`src/rtl/cordic_polar_pkg.sv`:
```
`timescale 1ns/1ps
package cordic_polar_pkg;

    // Angle step of micro-rotation idx, atan(2^-idx), as an integer with frac fraction bits
    function automatic int angle_code(input int idx, input int frac);
        real a;
        a = $atan(1.0 / (2.0 ** idx));
        return int'(a * (2.0 ** frac));
    endfunction

    // pi/2 with frac fraction bits
    function automatic int half_pi_code(input int frac);
        return int'(1.5707963267948966 * (2.0 ** frac));
    endfunction

    // pi with frac fraction bits
    function automatic int pi_code(input int frac);
        return int'(3.141592653589793 * (2.0 ** frac));
    endfunction

endpackage

```
`src/rtl/cordic_polar_fold.sv`:
```
`timescale 1ns/1ps
module cordic_polar_fold
    import cordic_polar_pkg::*;
#(
    parameter int IN_W  = 8,
    parameter int GUARD = 3,
    parameter int W     = 13,
    parameter int PW    = 13
) (
    input  logic                 clk,
    input  logic                 rst_n,
    input  logic signed [IN_W-1:0] x_i,
    input  logic signed [IN_W-1:0] y_i,
    output logic signed [W-1:0]  x_o,
    output logic signed [W-1:0]  y_o,
    output logic signed [PW-1:0] z_o
);
    localparam int EXT = W - IN_W - GUARD;
    localparam int HP  = half_pi_code(PW - 3);
    localparam logic signed [PW-1:0] HP_V = PW'(HP);

    logic signed [W-1:0]  xe, ye;
    logic signed [W-1:0]  x_n, y_n;
    logic signed [PW-1:0] z_n;

    assign xe = {{EXT{x_i[IN_W-1]}}, x_i, {GUARD{1'b0}}};
    assign ye = {{EXT{y_i[IN_W-1]}}, y_i, {GUARD{1'b0}}};

    // Quadrant fold into the right half-plane
    always_comb begin
        if (!xe[W-1]) begin
            x_n = xe;
            y_n = ye;
            z_n = '0;
        end else if (!ye[W-1]) begin
            // second quadrant: turn by -90 degrees
            x_n = ye;
            y_n = -xe;
            z_n = HP_V;
        end else begin
            // third quadrant: turn by +90 degrees
            x_n = -ye;
            y_n = xe;
            z_n = -HP_V;
        end
    end

    always_ff @(posedge clk) begin
        if (!rst_n) begin
            x_o <= '0;
            y_o <= '0;
            z_o <= '0;
        end else begin
            x_o <= x_n;
            y_o <= y_n;
            z_o <= z_n;
        end
    end

    AST_RIGHT_HALF: assert property (@(posedge clk) disable iff (!rst_n)
        $past(rst_n) |-> (x_o >= 0));

endmodule

```
`src/rtl/cordic_polar_stage.sv`:
```
`timescale 1ns/1ps
module cordic_polar_stage
    import cordic_polar_pkg::*;
#(
    parameter int W   = 13,
    parameter int PW  = 13,
    parameter int IDX = 0
) (
    input  logic                 clk,
    input  logic                 rst_n,
    input  logic signed [W-1:0]  x_i,
    input  logic signed [W-1:0]  y_i,
    input  logic signed [PW-1:0] z_i,
    output logic signed [W-1:0]  x_o,
    output logic signed [W-1:0]  y_o,
    output logic signed [PW-1:0] z_o
);
    localparam int ANG = angle_code(IDX, PW - 3);
    localparam logic signed [PW-1:0] ANG_V = PW'(ANG);

    logic signed [W-1:0]  xsh, ysh;
    logic signed [W-1:0]  x_n, y_n;
    logic signed [PW-1:0] z_n;
    logic                 hold;

    assign xsh  = x_i >>> IDX;
    assign ysh  = y_i >>> IDX;
    assign hold = (x_i == '0) && (y_i == '0);

    // Turn against the sign of Y and accumulate the step angle
    always_comb begin
        if (hold) begin
            x_n = x_i;
            y_n = y_i;
            z_n = z_i;
        end else if (y_i[W-1]) begin
            x_n = x_i - ysh;
            y_n = y_i + xsh;
            z_n = z_i - ANG_V;
        end else begin
            x_n = x_i + ysh;
            y_n = y_i - xsh;
            z_n = z_i + ANG_V;
        end
    end

    always_ff @(posedge clk) begin
        if (!rst_n) begin
            x_o <= '0;
            y_o <= '0;
            z_o <= '0;
        end else begin
            x_o <= x_n;
            y_o <= y_n;
            z_o <= z_n;
        end
    end

    AST_X_NONDECREASING: assert property (@(posedge clk) disable iff (!rst_n)
        $past(rst_n) |-> (x_o >= $past(x_i)));
    AST_ZERO_STAYS: assert property (@(posedge clk) disable iff (!rst_n)
        (x_i == '0 && y_i == '0 && z_i == '0) |=> (x_o == '0 && y_o == '0 && z_o == '0));

endmodule

```
`src/rtl/cordic_polar_round.sv`:
```
`timescale 1ns/1ps
module cordic_polar_round #(
    parameter int W  = 13,
    parameter int S  = 5,
    parameter int OW = 8
) (
    input  logic signed [W-1:0]  v,
    output logic signed [OW-1:0] q
);
    localparam logic signed [W-1:0] HI = W'((1 <<< (OW - 1)) - 1);
    localparam logic signed [W-1:0] LO = W'(-(1 <<< (OW - 1)));

    logic signed [W-1:0] q0, r;
    logic [S-1:0]        rem;
    logic                up;

    assign q0  = v >>> S;
    assign rem = v[S-1:0];
    // above half, or exactly half with an odd quotient
    assign up  = rem[S-1] & ((|rem[S-2:0]) | q0[0]);

    always_comb begin
        r = up ? (q0 + W'(1)) : q0;
        if (r > HI)      q = HI[OW-1:0];
        else if (r < LO) q = LO[OW-1:0];
        else             q = r[OW-1:0];
    end

endmodule

```
`src/rtl/cordic_polar.sv`:
```
`timescale 1ns/1ps
module cordic_polar
    import cordic_polar_pkg::*;
#(
    parameter int IN_W  = 8,
    parameter int OUT_W = 8,
    parameter int ITER  = 8,
    parameter int GUARD = 3
) (
    input  logic                     clk,
    input  logic                     rst_n,
    input  logic signed [IN_W-1:0]   x_in,
    input  logic signed [IN_W-1:0]   y_in,
    output logic signed [OUT_W-1:0]  mag_out,
    output logic signed [OUT_W-1:0]  phase_out
);
    localparam int IN_FRAC  = IN_W - 1;
    localparam int OUT_FRAC = OUT_W - 3;
    localparam int X_FRAC   = IN_FRAC + GUARD;
    localparam int W        = IN_W + 2 + GUARD;
    localparam int PF       = X_FRAC;
    localparam int PW       = PF + 3;
    localparam int LATENCY  = ITER + 3;
    localparam int PI_CODE  = pi_code(OUT_FRAC);

    logic signed [IN_W-1:0] x_r, y_r;
    logic signed [W-1:0]    xs [0:ITER];
    logic signed [W-1:0]    ys [0:ITER];
    logic signed [PW-1:0]   zs [0:ITER];
    logic signed [OUT_W-1:0] mag_n, ph_n;

    always_ff @(posedge clk) begin
        if (!rst_n) begin
            x_r <= '0;
            y_r <= '0;
        end else begin
            x_r <= x_in;
            y_r <= y_in;
        end
    end

    cordic_polar_fold #(.IN_W(IN_W), .GUARD(GUARD), .W(W), .PW(PW)) u_fold (
        .clk(clk), .rst_n(rst_n), .x_i(x_r), .y_i(y_r),
        .x_o(xs[0]), .y_o(ys[0]), .z_o(zs[0])
    );

    for (genvar i = 0; i < ITER; i++) begin : g_stage
        cordic_polar_stage #(.W(W), .PW(PW), .IDX(i)) u_stage (
            .clk(clk), .rst_n(rst_n),
            .x_i(xs[i]), .y_i(ys[i]), .z_i(zs[i]),
            .x_o(xs[i+1]), .y_o(ys[i+1]), .z_o(zs[i+1])
        );
    end

    cordic_polar_round #(.W(W), .S(X_FRAC - OUT_FRAC), .OW(OUT_W)) u_rnd_mag (
        .v(xs[ITER]), .q(mag_n)
    );
    cordic_polar_round #(.W(PW), .S(PF - OUT_FRAC), .OW(OUT_W)) u_rnd_ph (
        .v(zs[ITER]), .q(ph_n)
    );

    always_ff @(posedge clk) begin
        if (!rst_n) begin
            mag_out   <= '0;
            phase_out <= '0;
        end else begin
            mag_out   <= mag_n;
            phase_out <= ph_n;
        end
    end

    AST_RESET_CLEARS: assert property (@(posedge clk)
        !rst_n |=> (mag_out == '0 && phase_out == '0));
    AST_MAG_NONNEG: assert property (@(posedge clk) disable iff (!rst_n)
        mag_out >= 0);
    AST_PHASE_SPAN: assert property (@(posedge clk) disable iff (!rst_n)
        (int'(phase_out) <= PI_CODE) && (int'(phase_out) >= -PI_CODE));

endmodule

```
`config.mk`:
```
export PLATFORM = sky130hd
export DESIGN_NAME = cordic_polar
export DESIGN_NICKNAME = d
export VERILOG_FILES = /design/src/rtl/cordic_polar_pkg.sv /design/src/rtl/cordic_polar_fold.sv /design/src/rtl/cordic_polar_stage.sv /design/src/rtl/cordic_polar_round.sv /design/src/rtl/cordic_polar.sv
export SDC_FILE = /design/constraint.sdc
export NUM_CORES = 1
export LEC_CHECK = 0
export CELL_PAD_IN_SITES_DETAIL_PLACEMENT = 1
export CELL_PAD_IN_SITES_GLOBAL_PLACEMENT = 1
export CORE_ASPECT_RATIO = 1.2
export CORE_MARGIN = 5
export CORE_UTILIZATION = 50
export CTS_CLUSTER_SIZE = 25
export DETAILED_ROUTE_END_ITERATION = 8
export HOLD_SLACK_MARGIN = 0.1
export PLACE_DENSITY_LB_ADDON = 0.2
export SYNTH_ARGS = -nofsm -noshare
export SYNTH_HDL_FRONTEND = slang
export SYNTH_HIERARCHICAL = 1
export SYNTH_SLANG_ARGS = --single-unit
```
`constraint.sdc`:
```
create_clock -name clk -period 3.2 [get_ports clk]
set_clock_uncertainty 0.1 [all_clocks]
set_input_delay 0.48 -clock clk [delete_from_list [all_inputs] [get_ports clk]]
set_output_delay 0.48 -clock clk [all_outputs]
set_load 0.005 [all_outputs]
```
==> results of run 1 <==
[power groups by stage]
stage               Sequential [mW]  Clock, mW  Combinational (mW)
finish                         7.49       5.06                22.0
global route                   7.65       5.35                24.4
CTS                            7.47       5.17                21.8
detailed placement             7.54          0                21.5
global placement               7.47          0                20.5
floorplan                      6.87          0                16.5
[area by class of cell]
class / instances / area (um^2)
fillers: 6336 / 23580
well taps: 705 / 882.1
multi-input cells: 2511 / 17860
clock buffers: 54 / 1197
clock inverters: 20 / 275.3
inverters: 172 / 650.6
repair buffers: 88 / 740.7
flip-flops and latches: 353 / 7069
[worst min path at each step]
| stage | endpoint | startpoint | depth (start not counted) | slack (ps) |
|---|---|---|---|---|
| after floorplan | g_stage[4].u_stage/z_o[0] | g_stage[3].u_stage/z_o[0] | 1 | 310 |
| after global placement | g_stage[4].u_stage/z_o[4] | g_stage[3].u_stage/z_o[4] | 1 | 310 |
| after detailed placement | g_stage[4].u_stage/z_o[3] | g_stage[3].u_stage/z_o[3] | 1 | 330 |
| after CTS | g_stage[6].u_stage/y_o[6] | rst_n | 2 | 280 |
| after global routing | g_stage[6].u_stage/y_o[6] | rst_n | 2 | 290 |
| final | g_stage[6].u_stage/y_o[6] | rst_n | 2 | 310 |
[per-layer routing]
metal	GRT usage	up-vias
met2	0.5092	310
met1	0.2851	11340
met5	0	-
met3	0.02669	171
met4	0.09579	0
li1	-	11280
[state kept, by name (all words and copies together), names as in the netlist]
name / cells
g_stage.u_stage/x_o: 104
g_stage.u_stage/y_o: 91
g_stage.u_stage/z_o: 104
mag_out: 8
phase_out: 8
u_fold/x_o: 10
u_fold/y_o: 9
u_fold/z_o: 3
x_r: 8
y_r: 8
[critical path, cell delays in order (launching register included)]
cell                       delay [ps]
sky130_fd_sc_hd__dfxtp_1          490
sky130_fd_sc_hd__inv_1            100
sky130_fd_sc_hd__ha_1             240
sky130_fd_sc_hd__a21oi_1          180
sky130_fd_sc_hd__xor2_1           230
sky130_fd_sc_hd__ha_1             340
sky130_fd_sc_hd__a211oi_1         330
sky130_fd_sc_hd__buf_4            170
sky130_fd_sc_hd__o211ai_1         130
sky130_fd_sc_hd__a41oi_1          300
sky130_fd_sc_hd__xor2_1           230
sky130_fd_sc_hd__nor2_1            60
[timing repair]
action | in CTS | in global routing
hold buffers | 0 | 0
resized for setup | 0 | 18
endpoints found under the setup margin | 0 | 14
[per-stage QoR]
step                setup TNS, ps  hold slack, ps  utilization  instances  setup slack [ps]
floorplan                       0           311.9            -       3153             221.5
global placement                0           314.8       0.5196       3829             154.2
detailed placement              0           328.5       0.5196       3829             64.34
CTS                             0           276.8       0.5478       3903             37.99
global route               -15.33           286.6       0.5488       3903            -15.33
finish                          0           306.5       0.5488       3903             175.6
==> flow_results.org, run 1 <==
** Outcome
- The flow ran to the end, and the final reports show no timing, DRC or antenna violations.

** Drt
- After the first detailed-routing iteration, the DRC count stood at 984.
- The detailed router put a total of 30.39 mm of wire on met1.
- Total length of routed wires :: around 75 mm
- In the routed design, unresolved DRC markers number 0.
- ANT nets after route :: 0
- The first detailed-routing pass ran for 5 iterations.
- For this block, the via count after detailed routing is approximately 23000.
- Met2 layer wire length in the routed design :: 40.75 mm
- After detailed routing, no signal wire sits above met4.
- Met3 wire length :: 1.476 mm
- Post-detailed-route via-to-cell ratio :: 5.920
- Routed WL per cell :: 19.32 um

** CTS
- Clock edge transition at the registers on the reported setup and hold paths :: roughly 60 ps
- Buffer count from post-CTS setup fixing :: 0
- Skew-Pair Late Insertion Delay :: 570 ps
- CTS buffer count :: between 40 and 50
- CTS tree :: yes
- The clock drives 353 sinks.
- The H-tree generated during clock tree synthesis spans 2 levels.
- Root Buffer Master :: sky130_fd_sc_hd__clkbuf_16
- Max clock buf depth :: 3

** Layout
- Relative to the synthesized area, the layout overhead comes to 9.340%.
- After routing the design area is 0.02868 mm^2.
- Antenna diode count :: 0
- Highest-count cells in the layout ignoring fill and taps :: 351 x sky130_fd_sc_hd__dfxtp_1, 335 x sky130_fd_sc_hd__nor2_1, 283 x sky130_fd_sc_hd__ha_1
- Leading cell type in the layout, fill and taps excluded :: sky130_fd_sc_hd__dfxtp_1
- Fraction of final layout cells with drive strength greater than 1 :: 0.08286
- At the end of the flow, the number of nets in the layout was 3493.

** Global route
- For this run the aggregate overflow at the end of global routing stands at 0.
- The number of antenna violations at the first check in global routing came to 0.
- Via count of the first global-routing pass :: 24600
- Entering global routing, the biggest net connects 52 pins.
- GRT Util Overall :: 0.2597
- The first global-routing pass estimated 123.7 mm of wire.

** Worst hold path
- In this run the worst hold path is classified as in2reg.

** Setup path
- Setup Crit Path Kind :: reg2reg
- R2R depth :: 11
- For the worst setup path, the data arrival time is ~3400 ps.
- For the worst setup path, the data required time is 3550 ps.
- Worst-path fanout max :: 6
- Reg-to-reg endpoint :: g_stage[6].u_stage/y_o[10]
- R2r setup slk :: 180 ps
- Launch point of the worst reg-to-reg path :: g_stage[5].u_stage/x_o[6]
- Worst setup path endpoint :: g_stage[6].u_stage/y_o[10]
- Worst setup SP type :: flip-flop
- In this run the worst setup path begins at g_stage[5].u_stage/x_o[6].
- The worst setup path is captured at a flip-flop.

** Pwr
- Total design power :: 34.50 mW
- Design internal power :: between 15 and 20 mW
- The share of total power dissipated in sequential elements is 0.217.
- Comb power frac :: 0.636
- Proportion of total power due to net switching :: 0.4663
- For this design the ratio of total power to cell area is 1203 mW/mm^2.
- Summed over all cells, the static leakage comes to between 10 and 15 nW.
- Sw Pwr :: 16.09 mW
- Maximum VDD drop :: approximately 600 uV
- The share of total power dissipated in the clock network is 0.147.

** Timing
- At the pin with the least slew margin, the transition time is 965.6 ps.
- The number of pins with negative max-slew slack in the final report was 0.
- Based on the critical path, the design can be clocked at up to between 0.3 and 0.4 GHz.
- Max-slew headroom at the worst pin :: 0.3554
- Period Utilization, post-route :: 0.9451
- Endpoints failing setup :: 0
- Final Critical Period :: 3024 ps
- The final-report hold violation count was 0.

** Logic synthesis
- Mapped Area :: between 0.02 and 0.03 mm^2
- The cell count after synthesis came out at between 3000 and 4000.
- For this run, the number of Yosys warnings is 6.
- Dividing the synthesized area by the synthesized cell count gives 8.345 um^2.

** Placed design
- Half-perimeter wire length after detailed placement :: 59.35 mm
- In this run the tool buffered the top-level ports with 33 buffer cells.
- In this run the cell area measured after placement is 0.02716 mm^2.
- Routability congestion estimate :: 0.9011

** Floorplan
- Number of placed I/O pins :: 34
- Initial Utilization :: 0.5019
- The floorplan step set the die height to roughly 260 um.
- Die boundary width :: 219.1 um
- Area of the core :: 0.05226 mm^2
- Rows :: 92
- The die covers 0.05716 mm^2.

** Run
- Reported max-cap violation count :: 0
No activity file was read; power rests on OpenSTA's default activity.
==> run 2: changes to the inputs <==
--- a/config.mk
+++ b/config.mk
@@ -9,7 +9,7 @@
 export CELL_PAD_IN_SITES_GLOBAL_PLACEMENT = 1
 export CORE_ASPECT_RATIO = 1.2
 export CORE_MARGIN = 5
-export CORE_UTILIZATION = 50
+export CORE_UTILIZATION = 54
 export CTS_CLUSTER_SIZE = 25
 export DETAILED_ROUTE_END_ITERATION = 8
 export HOLD_SLACK_MARGIN = 0.1
==> constraint.sdc (replaced) <==
create_clock -name clk -period 3.6 [get_ports clk]
set_clock_uncertainty 0.1 [all_clocks]
set_input_delay 0.54 -clock clk [delete_from_list [all_inputs] [get_ports clk]]
set_output_delay 0.54 -clock clk [all_outputs]
set_load 0.005 [all_outputs]
==> flow_results.org, run 2 (same netlist as run 1, synthesis figures left out) <==
** Timing
- Max-slew headroom at the worst pin :: 0.3373 (-0.01806)
- The final total negative setup slack is 0 ps (unchanged).
- The final count of negative-setup-slack endpoints came to 0 (unchanged).
- The number of pins with negative max-slew slack in the final report came to 0 (unchanged).
- The period utilization came to 0.9484 (+0.003241).
- The clock period minus final worst setup slack is 3414 ps (+389.7 ps).
- Peak Freq :: 0.2929 GHz (-11%)
- Setup repair after global routing left no endpoint under its margin.
- Final hold violation count :: 0 (unchanged)
- Transition time of the tightest slew-check pin :: 992.6 ps (+27.05 ps)

** CTS
- The number of buffers created by CTS is 42 (unchanged).
- The tree is rooted in a sky130_fd_sc_hd__clkbuf_16.
- The maximum buffer depth of the clock tree was 3 (unchanged).
- Skew-Pair Late Insertion Delay :: 570 ps (about the same)
- The clock-pin slew on the worst setup and hold paths is 60 ps (about the same).
- The post-CTS setup repair buffer count is 0 (unchanged).
- CTS tree :: yes
- Maximum level of the CTS H-tree :: 2 (unchanged)
- Clk sink count :: 353 (unchanged)

** Layout
- Number of nets in the final layout :: 3461 (-0.92%)
- The largest registers in the layout are g_stage.u_stage/x_o x104, g_stage.u_stage/z_o x104, g_stage.u_stage/y_o x91.
- Post-route core utilization :: 0.5879 (+0.03918)
- Antenna diode count :: 0 (unchanged)
- In the layout the commonest cells are 353 x sky130_fd_sc_hd__dfxtp_1, 335 x sky130_fd_sc_hd__nor2_1, 283 x sky130_fd_sc_hd__ha_1.
- The library cell used most frequently in the layout, excluding fill and tap cells, is sky130_fd_sc_hd__dfxtp_1.
- Area overhead of the layout relative to synthesis :: 7.857%
- Fraction of final layout cells with drive strength greater than 1 :: 0.07037 (-0.01250)

** Floorplan
- Area of the core :: 0.04812 mm^2 (-7.9%)
- Die ar. :: 0.05310 mm^2 (-7.1%)
- The height of the die is 251.4 um (-3.6%).
- The number of placement rows was 88 (-4.3%).
- The number of primary I/O pins is 34 (unchanged).
- Initial Utilization :: 0.5451 (+0.04323)
- The die extent in x came to 211.2 um (-3.6%).

** Placed design
- Port Buf Inserts :: 33 (unchanged)
- Routability congestion estimate :: 0.9328 (+3.5%)
- The HPWL after detailed placement came to 60.08 mm (+1.2%).

** Pwr
- The power per cell area is 1087 mW/mm^2 (-9.7%).
- Leakage component of the power :: 12.38 nW (-1.3%)
- Maximum VDD drop :: 438.2 uV (-27%)
- Total design power :: 30.75 mW (-11%)

** Worst hold path
- Min-delay worst type :: reg2reg

** Global route
- The total global routing track utilization came to 0.2875 (+0.02776).
- Largest net degree at the start of global routing :: 52 (unchanged)
- Global-route wire length before repair :: 127.7 mm (+3.2%)
- The via count of the first global-routing pass is 25190 (+2.4%).
- Grt total ovfl :: 0 (unchanged)
- Initial antenna violation count :: 0 (unchanged)

** Setup path
- The critical path required time is 3930 ps (+380 ps).
- Worst setup SP type :: flip-flop
- WP data arrival :: 3740 ps (+360 ps)
- Setup Crit Path Kind :: reg2reg
- The top fanout value on the critical path is 4 (-2).
- Crit. End Element :: flip-flop

** Drt
- The final wirelength came to 78.51 mm (+4.1%).
- Number of violations reported at the end of detailed-routing iteration 0 :: 1070 (+8.7%)
- DRC viols :: 0 (unchanged)
- The detailed-routing iteration count for the pre-antenna-repair pass is 5 (unchanged).
- Post-detailed-route via-to-cell ratio :: 6.130 (+3.5%)
- ANT nets after route :: 0 (unchanged)
- The via total after detailed routing is 23290 (+0.79%).
- The detailed-route wire length per cell came to 20.67 um (+7.0%).

** Outcome
- The run finished with clean final reports.

** Run
- Reported max-cap violation count :: 0 (unchanged)
run 2: area by class of cell:
cell class / count / area (um^2)
timing repair buffer: 56 / 500.5
tap: 630 / 788.3
inverter: 172 / 650.6
clock buffer: 54 / 1177
multi-input combinational: 2511 / 17820
fill: 5780 / 19830
clock inverter: 23 / 282.8
sequential: 353 / 7067
run 2: per-layer routing:
metal,vias to the layer above,routed length (um),GRT usage
met5,-,0,0
met4,0,3969,0.1401
met3,253,1989,0.03432
met2,435,41530,0.5443
met1,11390,31030,0.3142
li1,11210,-,-
run 2: where the power goes:
part | internal, mW | switching [mW]
clock network | 2.69 | 1.77
registers | 5.19 | 1.55
logic | 8.24 | 11.3
run 2: stage by stage:
| stage | worst slack (ps) | hold slack, ps | cell area, um^2 | cells |
|---|---|---|---|---|
| floorplan | 621.5 | 311.9 | 26270 | 3153 |
| global placement | 464.7 | 315.0 | 26820 | 3722 |
| detailed placement | 313.0 | 323.1 | 26820 | 3722 |
| CTS | 148.9 | 337.9 | 28280 | 3799 |
| global route | 21.55 | 346.4 | 28290 | 3799 |
| finish | 185.8 | 332.6 | 28290 | 3799 |
run 2: final timing paths:
check | startpoint | end | slack (ps) | depth (start not counted)
worst max-delay path | g_stage[1].u_stage/x_o[2] | g_stage[2].u_stage/y_o[11] | 190 | 12
worst min-delay path | g_stage[5].u_stage/z_o[0] | g_stage[6].u_stage/z_o[0] | 330 | 1
worst max register to register | g_stage[1].u_stage/x_o[2] | g_stage[2].u_stage/y_o[11] | 190 | 12
worst min register to register | g_stage[5].u_stage/z_o[0] | g_stage[6].u_stage/z_o[0] | 330 | 1
run 2: worst max-delay path, stage by stage, from the launching register on:
cell	delay, ps
sky130_fd_sc_hd__dfxtp_1	360
sky130_fd_sc_hd__inv_1	100
sky130_fd_sc_hd__ha_1	180
sky130_fd_sc_hd__nor2b_1	290
sky130_fd_sc_hd__a21oi_1	140
sky130_fd_sc_hd__xor2_1	190
sky130_fd_sc_hd__ha_1	390
sky130_fd_sc_hd__nand2_1	120
sky130_fd_sc_hd__or3_1	420
sky130_fd_sc_hd__a21boi_0	530
sky130_fd_sc_hd__a31oi_1	250
sky130_fd_sc_hd__xor2_1	170
sky130_fd_sc_hd__nor2_1	50
run 2: what timing repair did:
action	CTS	global route
hold buffers	0	0
hold endpoints to repair	0	0
gates resized for setup	0	3
setup endpoints to repair	0	4
==> run 3: changes to the inputs <==
--- a/config.mk
+++ b/config.mk
@@ -9,7 +9,7 @@
 export CELL_PAD_IN_SITES_GLOBAL_PLACEMENT = 1
 export CORE_ASPECT_RATIO = 1.2
 export CORE_MARGIN = 5
-export CORE_UTILIZATION = 54
+export CORE_UTILIZATION = 50
 export CTS_CLUSTER_SIZE = 25
 export DETAILED_ROUTE_END_ITERATION = 8
 export HOLD_SLACK_MARGIN = 0.1
==> constraint.sdc (replaced) <==
create_clock -name clk -period 3.2 [get_ports clk]
set_clock_uncertainty 0.1 [all_clocks]
set_input_delay 0.48 -clock clk [delete_from_list [all_inputs] [get_ports clk]]
set_output_delay 0.48 -clock clk [all_outputs]
set_load 0.005 [all_outputs]
==> results of run 3 <==
Same layout as run 1: the final DEF is identical, and so are final timing and power.
